### config.mk
export PLATFORM = sky130hd
export DESIGN_NAME = apb_reg_bank
export DESIGN_NICKNAME = d
export VERILOG_FILES = /design/src/rtl/apb_bank_pkg.sv /design/src/rtl/apb_bank_ctrl.sv /design/src/rtl/apb_bank_dp.sv /design/src/rtl/apb_reg_bank.sv
export SDC_FILE = /design/constraint.sdc
export NUM_CORES = 2
export LEC_CHECK = 0
export BUFFER_PORTS_ARGS = -buffer_cell sky130_fd_sc_hd__buf_4
export CELL_PAD_IN_SITES_DETAIL_PLACEMENT = 1
export CELL_PAD_IN_SITES_GLOBAL_PLACEMENT = 1
export CORE_AREA = 2 2 340 342
export DETAILED_ROUTE_END_ITERATION = 8
export DIE_AREA = 0 0 342 344
export PLACE_DENSITY = 0.77
export REMOVE_ABC_BUFFERS = 1
export SLEW_MARGIN = 20
export SYNTH_ARGS = -nofsm -noshare
export SYNTH_HDL_FRONTEND = slang
export SYNTH_HIERARCHICAL = 1
export SYNTH_SLANG_ARGS = --single-unit
export TNS_END_PERCENT = 50
### constraint.sdc
create_clock -name busClk -period 2.9 [get_ports busClk]
set_input_delay 0.29 -clock busClk [delete_from_list [all_inputs] [get_ports busClk]]
set_output_delay 0.29 -clock busClk [all_outputs]
set_load 0.05 [all_outputs]
### src/rtl/apb_bank_pkg.sv
package apb_bank_pkg;

  // word index comes from address bits [7:2]
  localparam int WORD_IDX_W = 6;

  typedef struct packed {
    logic                  wrEn;     // commit write data into wordIdx
    logic                  rdLoad;   // load read-data register
    logic                  inWindow; // address upper byte matches base
    logic [WORD_IDX_W-1:0] wordIdx;  // addressed word
  } bankStrobes_t;

endpackage

### src/rtl/apb_bank_ctrl.sv
module apb_bank_ctrl
  import apb_bank_pkg::*;
#(
  parameter int         ADDR_W = 16,
  parameter logic [7:0] BASE   = 8'hA5
) (
  input  logic              clk,
  input  logic              rstN,
  input  logic              selIn,
  input  logic              enableIn,
  input  logic              writeIn,
  input  logic [ADDR_W-1:0] addrIn,
  input  logic              regionReady,
  output logic              readyOut,
  output logic              readyQ,
  output bankStrobes_t      strobes
);

  localparam int WIN_HI = ADDR_W - 1;
  localparam int WIN_LO = ADDR_W - 8;

  logic hitNow;
  logic selQ;

  assign hitNow = (addrIn[WIN_HI:WIN_LO] == BASE);

  // select and ready terms settle into flops before reaching the output
  always_ff @(posedge clk or negedge rstN) begin
    if (!rstN) begin
      selQ   <= 1'b0;
      readyQ <= 1'b0;
    end else begin
      selQ   <= selIn & hitNow;
      readyQ <= regionReady;
    end
  end

  // single mux level fed only by flops
  assign readyOut = selQ ? readyQ : 1'b1;

  always_comb begin
    strobes.inWindow = hitNow;
    strobes.wordIdx  = addrIn[WORD_IDX_W+1:2];
    strobes.rdLoad   = selIn & enableIn;
    strobes.wrEn     = selIn & enableIn & writeIn & readyOut & hitNow;
  end

endmodule

### src/rtl/apb_bank_dp.sv
module apb_bank_dp
  import apb_bank_pkg::*;
#(
  parameter int DATA_W   = 32,
  parameter int NUM_REGS = 40
) (
  input  logic              clk,
  input  logic              rstN,
  input  bankStrobes_t      strobes,
  input  logic [DATA_W-1:0] wdataIn,
  output logic [DATA_W-1:0] rdataOut
);

  localparam int MAX_WORDS = 1 << WORD_IDX_W;

  logic [DATA_W-1:0] regFile [NUM_REGS];
  logic [DATA_W-1:0] muxVal;
  logic [DATA_W-1:0] rdataQ;

  // one enable-gated word per mapped offset
  for (genvar g = 0; g < NUM_REGS; g++) begin : g_word
    always_ff @(posedge clk or negedge rstN) begin
      if (!rstN) begin
        regFile[g] <= '0;
      end else if (strobes.wrEn && (strobes.wordIdx == WORD_IDX_W'(g))) begin
        regFile[g] <= wdataIn;
      end
    end
  end

  // read mux; unmapped offsets and misses fall through to zero
  always_comb begin
    muxVal = '0;
    for (int i = 0; i < NUM_REGS; i++) begin
      if (strobes.inWindow && (strobes.wordIdx == WORD_IDX_W'(i))) begin
        muxVal = regFile[i];
      end
    end
  end

  always_ff @(posedge clk or negedge rstN) begin
    if (!rstN) begin
      rdataQ <= '0;
    end else if (strobes.rdLoad) begin
      rdataQ <= muxVal;
    end
  end

  assign rdataOut = rdataQ;

  initial begin
    if (NUM_REGS < 1 || NUM_REGS > MAX_WORDS) begin
      $error("NUM_REGS out of range");
    end
  end

endmodule

### src/rtl/apb_reg_bank.sv
module apb_reg_bank
  import apb_bank_pkg::*;
#(
  parameter int         ADDR_W   = 16,
  parameter int         DATA_W   = 32,
  parameter int         NUM_REGS = 40,
  parameter logic [7:0] BASE     = 8'hA5
) (
  input  logic              busClk,
  input  logic              busRstN,
  input  logic              selIn,
  input  logic              enableIn,
  input  logic              writeIn,
  input  logic [ADDR_W-1:0] addrIn,
  input  logic [DATA_W-1:0] wdataIn,
  input  logic              regionReady,
  output logic [DATA_W-1:0] rdataOut,
  output logic              readyOut
);

  bankStrobes_t strobes;
  logic         readyQ;

  apb_bank_ctrl #(.ADDR_W(ADDR_W), .BASE(BASE)) u_ctrl (
    .clk        (busClk),
    .rstN       (busRstN),
    .selIn      (selIn),
    .enableIn   (enableIn),
    .writeIn    (writeIn),
    .addrIn     (addrIn),
    .regionReady(regionReady),
    .readyOut   (readyOut),
    .readyQ     (readyQ),
    .strobes    (strobes)
  );

  apb_bank_dp #(.DATA_W(DATA_W), .NUM_REGS(NUM_REGS)) u_dp (
    .clk     (busClk),
    .rstN    (busRstN),
    .strobes (strobes),
    .wdataIn (wdataIn),
    .rdataOut(rdataOut)
  );

endmodule

* Word-level counts from Yosys, hierarchy flattened
Cells that the tools add are included.
Widths: inputs -> output; s select.
** Word-level totals
- Register bits :: 1314
- Latch bits :: 0
- Memory bits (writable) :: 0
- Memory bits (read-only) :: 0
- Input bits :: 54
- Output and inout bits :: 33
- Logic and storage cells :: 210
- Memories :: 0
** Cells by class
- Add/subtract/negate cells :: 0
- $mul :: 0
- Divide/modulo/power cells :: 0
- $lt $le $gt $ge :: 0
- Equal/unequal tests :: 40
- Shift-type cells :: 0
- Mux-type cells :: 41
- Bitwise gates (word level) :: 5
- Reduce and logical (&&, ||, !) cells :: 81
** Operator list (count)
- $mux 32 :: 40
- $eq 6x5->1 const B :: 16
- $logic_and 1x1->1 :: 80
- $eq 6x4->1 const B :: 8
- $eq 6x6->1 const B :: 8
- $eq 6x3->1 const B :: 4
- $eq 6x2->1 const B :: 2
- $eq 8x8->1 const B :: 1
- $eq 6x1->1 const B :: 1
- $logic_not 6->1 :: 1
- $and 1x1->1 :: 5
- $mux 1 :: 1

* Logic depth before layout (Yosys ltp)
- Depth in word-level cells :: 42
- Depth in mapped cells :: 14
- Gate-level depth less buffers :: 10

* Hierarchy
The synthesis kept the hierarchy.
** Modules (own cells, without submodules)
- apb_bank_dp :: times used 1, cells each 4775, area an instance 59977.5 sq um, seq. area each 32831.5 sq um
- apb_bank_ctrl :: times used 1, cells each 18, area an instance 170.2 sq um, seq. area each 50.0 sq um

* Worst setup path before layout
Ideal clock, no wire load.
- Path type :: input to register
- From :: input port addrIn[9]
- To :: register u_dp.rdataQ[20] (netlist: u_dp/rdataOut[20])
- Library setup time :: 0.124 ns
- Arrival time :: 2.707 ns
- Required time :: 2.776 ns
- Setup slack :: 0.069 ns
- Stages :: 11
- Path buffers :: 1
- Cells stage by stage :: or4bb_1 > nor2_1 > buf_4 > nor3b_2 > nand2_1 > a21o_1 > a221oi_1 > a211oi_1 > o31ai_1 > a31oi_1 > o31a_1
** Between the ends
- Cells in the longest elaborated chain, start to end :: 42
- Elaborated cells between the ends (all ways) :: 81
- Those cells by class :: eq/ne: 1; mux: 40; reduce/logical: 40
** Ends and longest elaborated chain
- start, declared :: line apb_reg_bank.sv:14 : input logic [ADDR_W-1:0] addrIn,
- $eq 8x8->1 * :: line apb_bank_ctrl.sv:25 : assign hitNow = (addrIn[WIN_HI:WIN_LO] == BASE);
- via u_ctrl.hitNow :: line apb_bank_ctrl.sv:22 : logic hitNow;
- $logic_and 1x1->1 :: line apb_bank_dp.sv:35 : if (strobes.inWindow && (strobes.wordIdx == WORD_IDX_W'(i))) begin
- $mux 32 (39 in a row) :: line apb_bank_dp.sv:35
- $mux 32 * :: line apb_bank_dp.sv:35
- end signal, assigned :: line apb_bank_dp.sv:45 : rdataQ <= muxVal;
- end, declared :: line apb_bank_dp.sv:18 : logic [DATA_W-1:0] rdataQ;
The timed path passes the listed nets; every way through them passes the cells marked *.
A chain may end at the register's enable or synchronous reset.

* Worst setup path after layout
- From :: input port addrIn[3]
- To :: register u_dp.rdataQ[18] (netlist: u_dp/rdataOut[18])
** Between the ends
- Cells in the longest elaborated chain, start to end :: 42
- Elaborated cells between the ends (all ways) :: 120
- Those cells by class :: eq/ne: 39; mux: 40; reduce/logical: 41
** Ends and longest elaborated chain (line)
- $logic_not 6->1 :: apb_bank_dp.sv:35
- $logic_and 1x1->1 :: apb_bank_dp.sv:35
- $mux 32 (39 in a row) :: apb_bank_dp.sv:35
- $mux 32 * :: apb_bank_dp.sv:35
Every way passes the cells marked *; elsewhere a longest branch is shown, timed or not.

==> flow_summary.ini <==
[clocking]
htreeDepth = 4
clk_pin_slew_ns = 0.06
cts_tree = done
clock_sinks = 1314
cts_buffers = 143
clkLatencyLatePin_ns = 0.79
clockBufferDepth = 3
root_buffer = clkbuf_16

[power]
ir_drop_mv = 0.7142
p_leak_nw = 36.53
finalPower_mw = 40.34
powerDensity_nw_per_um2 = 546.1

[sta]
tightestPinTransition_ns = 1.165
fin_skew_ns = 0.02709
rsz0062_at_grt = true
setup_slack_ns = -0.09119
period_share_pct = 103.1
clock.fmax_ghz = 0.3343
period_minus_slack_ns = 2.991
slew_headroom_pct = 20.30
holdWs_ns = 0.03461
setup_viol = 15
finalHoldViolations = 0
slew_viol_final = 0
fin_setup_tns_ns = -0.5356

[drt]
drt-total-wl_um = 276300
initialDrtViolationCount = 7385
drc = 0
dr_total_vias = 50990
vias_per_cell = 7.243
wl_per_cell_um = 39.25
drtPass1Iterations = 8
ant_nets = 0

[yosys]
synth-edff-count = 0
synth.most_common_cell = dfrtp_1
ys_seq_area_share_pct = 54.67
synth_top_area_share_pct = 54.67
syn_area_per_cell_um2 = 12.55
yosysTopAreaCell = dfrtp_1
yosys-top-cells-count = 1314 x dfrtp_1, 1290 x mux2_2, 232 x nor2_1, 228 x clkbuf_1, 202 x a21oi_1
syn-instance-count = 4793
ys_async_sr_fraction_pct = 100.0
netlist_area_um2 = 60150
synth-seq-cells = 1314
ys.flop_type = dfrtp_1
synth_area_leaders = dfrtp_1 55%, mux2_2 24%, a21oi_1 1.7%, o22ai_1 1.6%, o21ai_0 1.5%
synth_warnings = 6
synth_cell_types = 99

[placed_design]
io_buffers = 84
place_congestion = 0.9929
dp_hpwl_um = 179100

[critical_path]
reg2reg_from = u_dp/regFile[1138]
worst_ep_required_time_ns = 3.61
reg2reg_to = u_dp/rdataOut[18]
r2r_slack_ns = 0.20
crit_type = primary input to flip-flop
cp-end-kind = flip-flop
reg2reg_depth = 9
cp-start-kind = primary input
worstPathArrival_ns = 3.70
critPathCapture = u_dp/rdataOut[18]
setup.worst_path.start = addrIn[3]
critPathMaxFanout = 12

[grt]
track_usage_pct = 46.61
grt_overflow_total = 0
grt_start_max_net_pins = 113
antenna_found_initial = 25
grt_pass1_vias = 53510
grt_pass1_wl_um = 394300

[status]
status = complete, but fails checks
failed_checks = negative setup slack

[die]
die_area_um2 = 117600
pin_count = 87
core_um2 = 113900
die_height_um = 344
rows = 124
floorplan.initialDensity_pct = 52.82
die_x_um = 342

[worst_hold_path]
hp-class = primary input to asynchronous set/reset pin

[final_layout]
num-fill-cells = 10870
area.growth.synth_to_final_pct = 22.83
utilization_pct = 64.88
fin_nets = 5459
drive_gt1_share_pct = 46.38

[flow_run]
cap_viol_max_count = 0
area by class of cell:
class                           instances  area, um^2  area share (%)
Tap cell                             1512        1892           2.561
Multi-Input combinational cell       3015       25660           34.73
Antenna cell                           10       25.02         0.03387
Clock buffer                          212        4272           5.782
Inverter                                7       26.28         0.03556
Clock inverter                         46       610.6          0.8265
Sequential cell                      1314       32880           44.51
Timing Repair Buffer                  924        8512           11.52
how the worst min path moves through the flow:
stage	slack, ns	end	startpoint
final	0.03	u_dp/regFile[1031]	busRstN
after global routing	0.07	u_dp/regFile[1031]	busRstN
after CTS	0.03	u_dp/regFile[1031]	busRstN
after detailed placement	0.19	u_dp/regFile[1111]	busRstN
after global placement	0.19	u_dp/regFile[1111]	busRstN
after floorplan	-0.006	u_ctrl/readyQ	busRstN
layer usage:
layer | track usage [%] | part of all wire (%) | up-vias
met2 | 67.34 | 42 | 4150
met3 | 17.07 | 13 | 1302
met1 | 58.57 | 36 | 26530
met5 | 0.08013 | 0.043 | -
met4 | 31.70 | 8.3 | 18
li1 | - | - | 18990
registers in the layout, summed over array words and instances (netlist names):
signal / count
u_dp/regFile: 1280
u_dp/rdataOut: 32
u_ctrl/readyQ: 1
u_ctrl/selQ: 1
cell families after synthesis:
logic type / share of synthesized area, %
simple gates: 5.425
flops: 54.67
mux: 25.09
buf+inv: 3.536
compound gates: 11.29
placed cells by master (no fill, tap or decap), types with 14 or more instances in the layout:
master	n
nand2_1	149
a31oi_1	33
a221oi_1	38
o21ai_0	173
o221ai_1	30
a222oi_1	18
o31ai_1	16
o22ai_1	150
nor2_4	27
clkbuf_16	146
clkinv_2	19
nor2_1	203
a21oi_1	200
dfrtp_1	1314
clkbuf_1	29
o211ai_1	27
o21ai_1	14
mux2_2	1290
buf_12	123
clkbuf_8	38
a22o_1	27
mux2i_1	46
nand3_1	43
a22oi_1	117
nor4_1	20
nor3_1	59
buf_4	795
a211oi_1	29
report_power, final:
part	total [mW]	internal (mW)	switching, mW	leakage (nW)
sequential	18.4	18.4	0.0584	18.3
combinational	2.52	0.634	1.88	15.8
clock	19.4	11.2	8.18	2.41
critical path, cell delays in order:
cell      delay, ns
buf_4          0.28
buf_4          0.29
nand2b_2       0.25
buf_4          0.22
a21oi_2        0.42
buf_4          0.38
a221oi_1       0.11
buf_4          0.16
o31ai_1        0.41
nor4_1         0.09
buf_4          0.18
o41ai_2        0.34
a221o_1        0.25
stage by stage:
step	instances	setup WS (ns)	area, um^2
floorplan	4336	-1.945	58050
global placement	6766	-1.045	68690
detailed placement	6766	-1.112	68690
CTS	7028	-0.05380	73690
global route	7030	-0.05368	73850
finish	7040	-0.09119	73880
timing repair:
item / CTS / global route
endpoints found under the hold margin: 833 / 0
setup endpoints to repair: 13 / 24
gates resized for setup: 17 / 30
pin swaps: 4 / 6
setup buffers: 0 / 2
hold buffers: 4 / 0
Power figures use the tool's default switching activity.
